[src/rtl/eic_pkg.sv]
package eic_pkg;
  localparam int unsigned BANK_W    = 32;
  localparam int unsigned NUM_BANKS = 2;
  localparam int unsigned REG_AW    = 6;

  typedef enum logic [2:0] {
    KIND_EN   = 3'd0,
    KIND_POL  = 3'd1,
    KIND_STAT = 3'd2,
    KIND_WEN  = 3'd3,
    KIND_WPOL = 3'd4
  } reg_kind_e;

  function automatic int unsigned bank_bits(int unsigned n, int unsigned b);
    if (n <= b * BANK_W) return 0;
    if (n - b * BANK_W >= BANK_W) return BANK_W;
    return n - b * BANK_W;
  endfunction
endpackage

[src/rtl/eic_sync.sv]
module eic_sync #(
  parameter int unsigned W      = 32,
  parameter int unsigned STAGES = 2  // at least 2
) (
  input  logic         clk_i,
  input  logic         rst_ni,
  input  logic [W-1:0] d_i,
  output logic [W-1:0] q_o
);
  logic [STAGES-1:0][W-1:0] pipe_q;

  always_ff @(posedge clk_i or negedge rst_ni) begin
    if (!rst_ni) pipe_q <= '0;
    else         pipe_q <= {pipe_q[STAGES-2:0], d_i};
  end

  assign q_o = pipe_q[STAGES-1];
endmodule

[src/rtl/eic_bank.sv]
module eic_bank
  import eic_pkg::*;
#(
  parameter int unsigned W = 32
) (
  input  logic         clk_i,
  input  logic         rst_ni,
  input  logic         wr_i,
  input  reg_kind_e    kind_i,
  input  logic [W-1:0] wdata_i,
  input  logic [W-1:0] lvl_i,
  output logic [W-1:0] rdata_o,
  output logic         pend_o,
  output logic         clr_o,
  output logic         wake_o,
  output logic [W-1:0] stat_o,
  output logic [W-1:0] en_o,
  output logic [W-1:0] wen_o
);
  logic [W-1:0] en_q, pol_q, st_q, wen_q, wpol_q, eff_q, weff_q;
  logic [W-1:0] eff, weff, evt, wevt, en_d, st_d, clr_mask;
  logic wr_en, wr_pol, wr_st, wr_wen, wr_wpol;

  assign wr_en   = wr_i && (kind_i == KIND_EN);
  assign wr_pol  = wr_i && (kind_i == KIND_POL);
  assign wr_st   = wr_i && (kind_i == KIND_STAT);
  assign wr_wen  = wr_i && (kind_i == KIND_WEN);
  assign wr_wpol = wr_i && (kind_i == KIND_WPOL);

  // polarity-adjusted levels: a flip of pol while steady is an edge too
  assign eff  = lvl_i ^ pol_q;
  assign evt  = eff & ~eff_q;
  assign weff = lvl_i ^ wpol_q;
  assign wevt = weff & ~weff_q & wen_q;

  assign clr_mask = wr_st ? wdata_i : '0;
  assign st_d     = (st_q & ~clr_mask) | evt;  // new edge beats clear
  assign en_d     = wr_en ? wdata_i : en_q;

  assign pend_o = |(st_d & en_d);
  assign clr_o  = wr_st && (|wdata_i);
  assign wake_o = |wevt;

  always_ff @(posedge clk_i or negedge rst_ni) begin
    if (!rst_ni) begin
      en_q   <= '0;
      pol_q  <= '0;
      st_q   <= '0;
      wen_q  <= '0;
      wpol_q <= '0;
      eff_q  <= '0;
      weff_q <= '0;
    end else begin
      en_q   <= en_d;
      st_q   <= st_d;
      eff_q  <= eff;
      weff_q <= weff;
      if (wr_pol)  pol_q  <= wdata_i;
      if (wr_wen)  wen_q  <= wdata_i;
      if (wr_wpol) wpol_q <= wdata_i;
    end
  end

  always_comb begin
    case (kind_i)
      KIND_EN:   rdata_o = en_q;
      KIND_POL:  rdata_o = pol_q;
      KIND_STAT: rdata_o = st_q;
      KIND_WEN:  rdata_o = wen_q;
      KIND_WPOL: rdata_o = wpol_q;
      default:   rdata_o = '0;
    endcase
  end

  assign stat_o = st_q;
  assign en_o   = en_q;
  assign wen_o  = wen_q;
endmodule

[src/rtl/eic_req_out.sv]
module eic_req_out #(
  parameter int unsigned NB = 2
) (
  input  logic          clk_i,
  input  logic          rst_ni,
  input  logic [NB-1:0] pend_i,
  input  logic [NB-1:0] clr_i,
  input  logic [NB-1:0] wake_i,
  output logic          irq_o,
  output logic          wake_o
);
  logic irq_q, wake_q;

  always_ff @(posedge clk_i or negedge rst_ni) begin
    if (!rst_ni) begin
      irq_q  <= 1'b0;
      wake_q <= 1'b0;
    end else begin
      // any clearing write forces a one-cycle gap for edge-sampling hosts
      irq_q  <= (|pend_i) && !(|clr_i);
      wake_q <= |wake_i;
    end
  end

  assign irq_o  = irq_q;
  assign wake_o = wake_q;
endmodule

[src/rtl/edge_irq_ctrl.sv]
module edge_irq_ctrl
  import eic_pkg::*;
#(
  parameter int unsigned NUM_SRC     = 55,  // 33..64
  parameter int unsigned SYNC_STAGES = 2
) (
  input  logic               clk_i,
  input  logic               rst_ni,
  input  logic [REG_AW-1:0]  addr_i,
  input  logic [BANK_W-1:0]  wdata_i,
  input  logic               we_i,
  output logic [BANK_W-1:0]  rdata_o,
  input  logic [NUM_SRC-1:0] src_i,
  output logic               irq_o,
  output logic               wake_o
);
  localparam int unsigned NB  = NUM_BANKS;
  localparam int unsigned ALL = NB * BANK_W;

  logic [3:0]         idx;
  reg_kind_e          kind;
  logic               bsel, acc_ok;
  logic [NUM_SRC-1:0] lvl;

  logic [NB-1:0][BANK_W-1:0] bank_rd;
  logic [NB-1:0]             pend, clr, wake;
  logic [ALL-1:0]            st_all, en_all, wen_all;

  assign idx    = addr_i[5:2];
  assign kind   = reg_kind_e'(idx[3:1]);
  assign bsel   = idx[0];
  assign acc_ok = (idx[3:1] <= 3'd4) && (addr_i[1:0] == 2'b00);

  eic_sync #(.W(NUM_SRC), .STAGES(SYNC_STAGES)) i_sync (
    .clk_i (clk_i),
    .rst_ni(rst_ni),
    .d_i   (src_i),
    .q_o   (lvl)
  );

  for (genvar b = 0; b < NB; b++) begin : g_bank
    localparam int unsigned W   = bank_bits(NUM_SRC, b);
    localparam int unsigned LSB = b * BANK_W;
    logic [W-1:0] rd_w, st_w, en_w, wen_w;

    eic_bank #(.W(W)) i_bank (
      .clk_i  (clk_i),
      .rst_ni (rst_ni),
      .wr_i   (we_i && acc_ok && (bsel == b[0])),
      .kind_i (kind),
      .wdata_i(wdata_i[W-1:0]),
      .lvl_i  (lvl[LSB +: W]),
      .rdata_o(rd_w),
      .pend_o (pend[b]),
      .clr_o  (clr[b]),
      .wake_o (wake[b]),
      .stat_o (st_w),
      .en_o   (en_w),
      .wen_o  (wen_w)
    );

    assign bank_rd[b]             = BANK_W'(rd_w);
    assign st_all[LSB +: BANK_W]  = BANK_W'(st_w);
    assign en_all[LSB +: BANK_W]  = BANK_W'(en_w);
    assign wen_all[LSB +: BANK_W] = BANK_W'(wen_w);
  end

  assign rdata_o = acc_ok ? bank_rd[bsel] : '0;

  eic_req_out #(.NB(NB)) i_out (
    .clk_i (clk_i),
    .rst_ni(rst_ni),
    .pend_i(pend),
    .clr_i (clr),
    .wake_i(wake),
    .irq_o (irq_o),
    .wake_o(wake_o)
  );
endmodule

[config.mk]
export PLATFORM = sky130hd
export DESIGN_NAME = edge_irq_ctrl
export DESIGN_NICKNAME = d
export VERILOG_FILES = /design/src/rtl/eic_pkg.sv /design/src/rtl/eic_sync.sv /design/src/rtl/eic_bank.sv /design/src/rtl/eic_req_out.sv /design/src/rtl/edge_irq_ctrl.sv
export SDC_FILE = /design/constraint.sdc
export NUM_CORES = 1
export LEC_CHECK = 0
export CAP_MARGIN = 15
export CORE_ASPECT_RATIO = 0.5
export CORE_MARGIN = 2
export CORE_UTILIZATION = 55
export DETAILED_ROUTE_END_ITERATION = 12
export PLACE_DENSITY = 0.78
export SYNTH_ARGS = -nofsm -noshare
export SYNTH_HDL_FRONTEND = slang
export SYNTH_SLANG_ARGS = --single-unit
[constraint.sdc]
create_clock -name clk_i -period 3.35 [get_ports clk_i]
set_clock_uncertainty 0.05 [all_clocks]
set_input_delay 0.67 -clock clk_i [delete_from_list [all_inputs] [get_ports clk_i]]
set_output_delay 0.67 -clock clk_i [all_outputs]
set_load 0.01 [all_outputs]
==> results.sh <==
export IMPL_grt_max_degree=86
export IMPL_synth_simple_area_share_pct=6.36
export IMPL_fp_dieH_um=139
export IMPL_synth_top_area_share_pct=62.1
export IMPL_yosysWarnings=0
export IMPL_nets=1808
export IMPL_crit_required_ps=3740
export IMPL_synth_top_flop_cell="dfrtp_1"
export IMPL_synth_compound_area_share_pct=8.43
export IMPL_cts_buffers=43
export IMPL_synth_cell_area_um2=20000
export IMPL_clock_sinks=497
export IMPL_vdd_drop_max_uv=421
export IMPL_final_util_pct=68.0
export IMPL_grt_pass1_wl_mm=88.3
export IMPL_ys_seq_area_share_pct=62.1
export IMPL_netlist_top_cells_count="dfrtp_1, mux2_2, xor2_1"
export IMPL_start_kind="input port"
export IMPL_drt_wl_total_mm=57.9
export IMPL_final_hold_violation_count=0
export IMPL_drc=0
export IMPL_vias=13626
export IMPL_cts_clk_slew_worst_paths_ps=70
export IMPL_min_period_over_period_pct=98.4
export IMPL_num_io_pins=130
export IMPL_dp_slack_ps=-506
export IMPL_synth_top_family_by_area="multiplexers"
export IMPL_p_leak_nw=11.6
export IMPL_wl_per_cell_um=25.9
export IMPL_antenna_found_initial=3
export IMPL_seqCellArea_um2=12400
export IMPL_start_util_pct=55.8
export IMPL_crit_path_max_fanout=2
export IMPL_hold_class="in -> async"
export IMPL_yosys_top_cells_area="dfrtp_1, mux2_2, xor2_1"
export IMPL_syn_nets=1595
export IMPL_synthAdderAreaFrac_pct=0
export IMPL_nFillCells=2580
export IMPL_finalMaxSlewViolations=0
export IMPL_cts_tree="built"
export IMPL_rows=49
export IMPL_fp_dieArea_um2=38100
export IMPL_cts_htree_levels=2
export IMPL_crit_arrival_ps=3690
export IMPL_path_class="in -> reg"
export IMPL_max_freq_mhz=303
export IMPL_multi_input_area_um2=7050
export IMPL_r2r_slack_ps=1020
export IMPL_setup_viol=0
export IMPL_synth_most_common_cell="dfrtp_1"
export IMPL_dr_pass1_iters=6
export IMPL_postSynthAreaPerCell_um2=13.4
export IMPL_max_cap_violations=0
export IMPL_rsz0062_at_grt="no"
export IMPL_timing_rr_start="i_sync.q_o[2]$_DFF_PN0_"
export IMPL_grt_ovfl_total=0
export IMPL_ys_types=46
export IMPL_finalCriticalPeriod_ps=3300
export IMPL_slew_headroom_pct=33.3
export IMPL_r2r_end="i_out.irq_o$_DFF_PN0_"
export IMPL_synth_async_reset_ratio_pct=100
export IMPL_worst_pin_slew_ps=987
export IMPL_coreArea_um2=35900
export IMPL_rr_worst_depth=7
export IMPL_syn2layout_area_growth_pct=21.9
export IMPL_die_x_um=274
export IMPL_ys_seq_elements=497
export IMPL_postRouteAntennaNets=0
export IMPL_yosysTopAreaCell="dfrtp_1"
export IMPL_grt_usage_pct=31.1
export IMPL_root_buffer="clkbuf_16"
export IMPL_drive_above_1_share_pct=25.0
export IMPL_numPortBuffers=129
export IMPL_worst_slack_ps=54.9
export IMPL_routabilityCongestion=0.932
export IMPL_synth_edff_count=0
export IMPL_status="finished, final reports clean"
export IMPL_yosys_area_share_xor_xnor_pct=4.81
export IMPL_viasPerCell=6.11
export IMPL_powerDensity_nw_per_um2=565
export IMPL_clock_path_buffers=3
export IMPL_endpoint_kind="flop"
export IMPL_cp_startpoint="wdata_i[9]"
export IMPL_synthMuxAreaShare_pct=15.1
export IMPL_power_total_mw=13.8
export IMPL_grt_pass1_vias=14584
export IMPL_insertion_delay_ps=560
export IMPL_netlist_instances=1499
export IMPL_dp_hpwl_mm=39.3
export IMPL_drtIter0Drc=1468
[cells by family (layout without fill, tap and decap cells)]
kind of cell / Yosys count / count (layout)
multiplexers: 275 / 275
AO/OA/AOI/OAI: 231 / 231
XOR/XNOR: 110 / 110
other: 0 / 2
buffers and inverters: 158 / 404
flip-flops: 497 / 497
AND/OR/NAND/NOR: 228 / 228
[placed cells by master, fill, tap and decap left out, types with 15 or more instances in the layout]
cell type	Yosys	routed
dfrtp_1	497	497
mux2_2	207	207
buf_4	1	103
xor2_1	101	101
clkdlybuf4s50_1	0	93
nand2_1	70	70
inv_1	67	67
a22o_1	60	60
mux2i_1	59	59
nand3b_1	55	55
o21ai_0	47	45
clkbuf_16	0	45
a221oi_1	46	40
nand3_1	38	37
o22ai_1	23	23
dlygate4sd2_1	0	21
buf_12	0	21
a21oi_1	19	19
nand4_1	15	15
[registers in the layout, summed over array words and instances, names as in the netlist]
signal,flops
g_bank.i_bank.eff_q,55
g_bank.i_bank.en_o,55
g_bank.i_bank.pol_q,55
g_bank.i_bank.stat_o,55
g_bank.i_bank.weff_q,55
g_bank.i_bank.wen_o,55
g_bank.i_bank.wpol_q,55
i_sync.pipe_q,55
i_sync.q_o,55
i_out.irq_o,1
i_out.wake_o,1
[per-stage QoR]
stage | cells | hold slack (ps) | setup TNS [ps] | instance area (µm²)
2_1_floorplan | 1499 | 281 | 0 | 20000
3_3_place_gp | 2144 | 282 | -11540 | 22800
3_5_place_dp | 2144 | 285 | -12190 | 22800
4_1_cts | 2229 | 107 | -1410 | 24400
5_1_grt | 2231 | 137 | 0 | 24400
6_report | 2231 | 89.6 | 0 | 24400
[timing repair]
item,CTS,global route
cloned,2,0
buffers inserted,5,0
gates resized for setup,33,25
endpoints found under the hold margin,0,0
hold buffers,0,0
pin swaps,5,2
endpoints found under the setup margin,32,25
[power breakdown]
part           switching, mW  internal (mW)  leakage, nW  total [mW]
Combinational          0.852          0.769         4.84        1.62
Clock                   2.25           3.00        0.733        5.25
Sequential             0.358           6.57         6.03        6.92
Total                   3.46           10.3         11.6        13.8
[layer usage]
| layer | global-route usage, % | vias to the layer above | share of wire [%] |
|---|---|---|---|
| li1 | - | 5772 | - |
| met1 | 42.2 | 7111 | 41 |
| met2 | 48.1 | 614 | 46 |
| met3 | 9.75 | 129 | 9.8 |
| met4 | 10.5 | 0 | 3.2 |
| met5 | 0 | - | 0 |
[worst max path at each step]
stage                            endpoint  slack [ps]
floorplan                     rdata_o[23]         280
global placement    i_out.irq_o$_DFF_PN0_        -460
detailed placement  i_out.irq_o$_DFF_PN0_        -510
CTS                           rdata_o[11]        -200
global route                  rdata_o[14]          10
finish              i_out.irq_o$_DFF_PN0_          50
[layout make-up]
class / instances / share of cell area (%)
Clock buffer: 65 / 5.49
Sequential cell: 497 / 50.9
Inverter: 67 / 1.03
Clock inverter: 13 / 0.605
Tap cell: 484 / 2.48
Multi-Input combinational cell: 844 / 28.9
Antenna cell: 2 / 0.0205
Timing Repair Buffer: 259 / 10.6
[worst max-delay path, stage by stage]
cell,delay [ps]
clkdlybuf4s50_1,650
nor4bb_1,830
buf_4,250
nand2_1,60
a22o_1,220
a22o_1,220
nor4_1,350
buf_4,200
and4_1,170
a31oi_1,70
(Power assumes the default switching activity.)
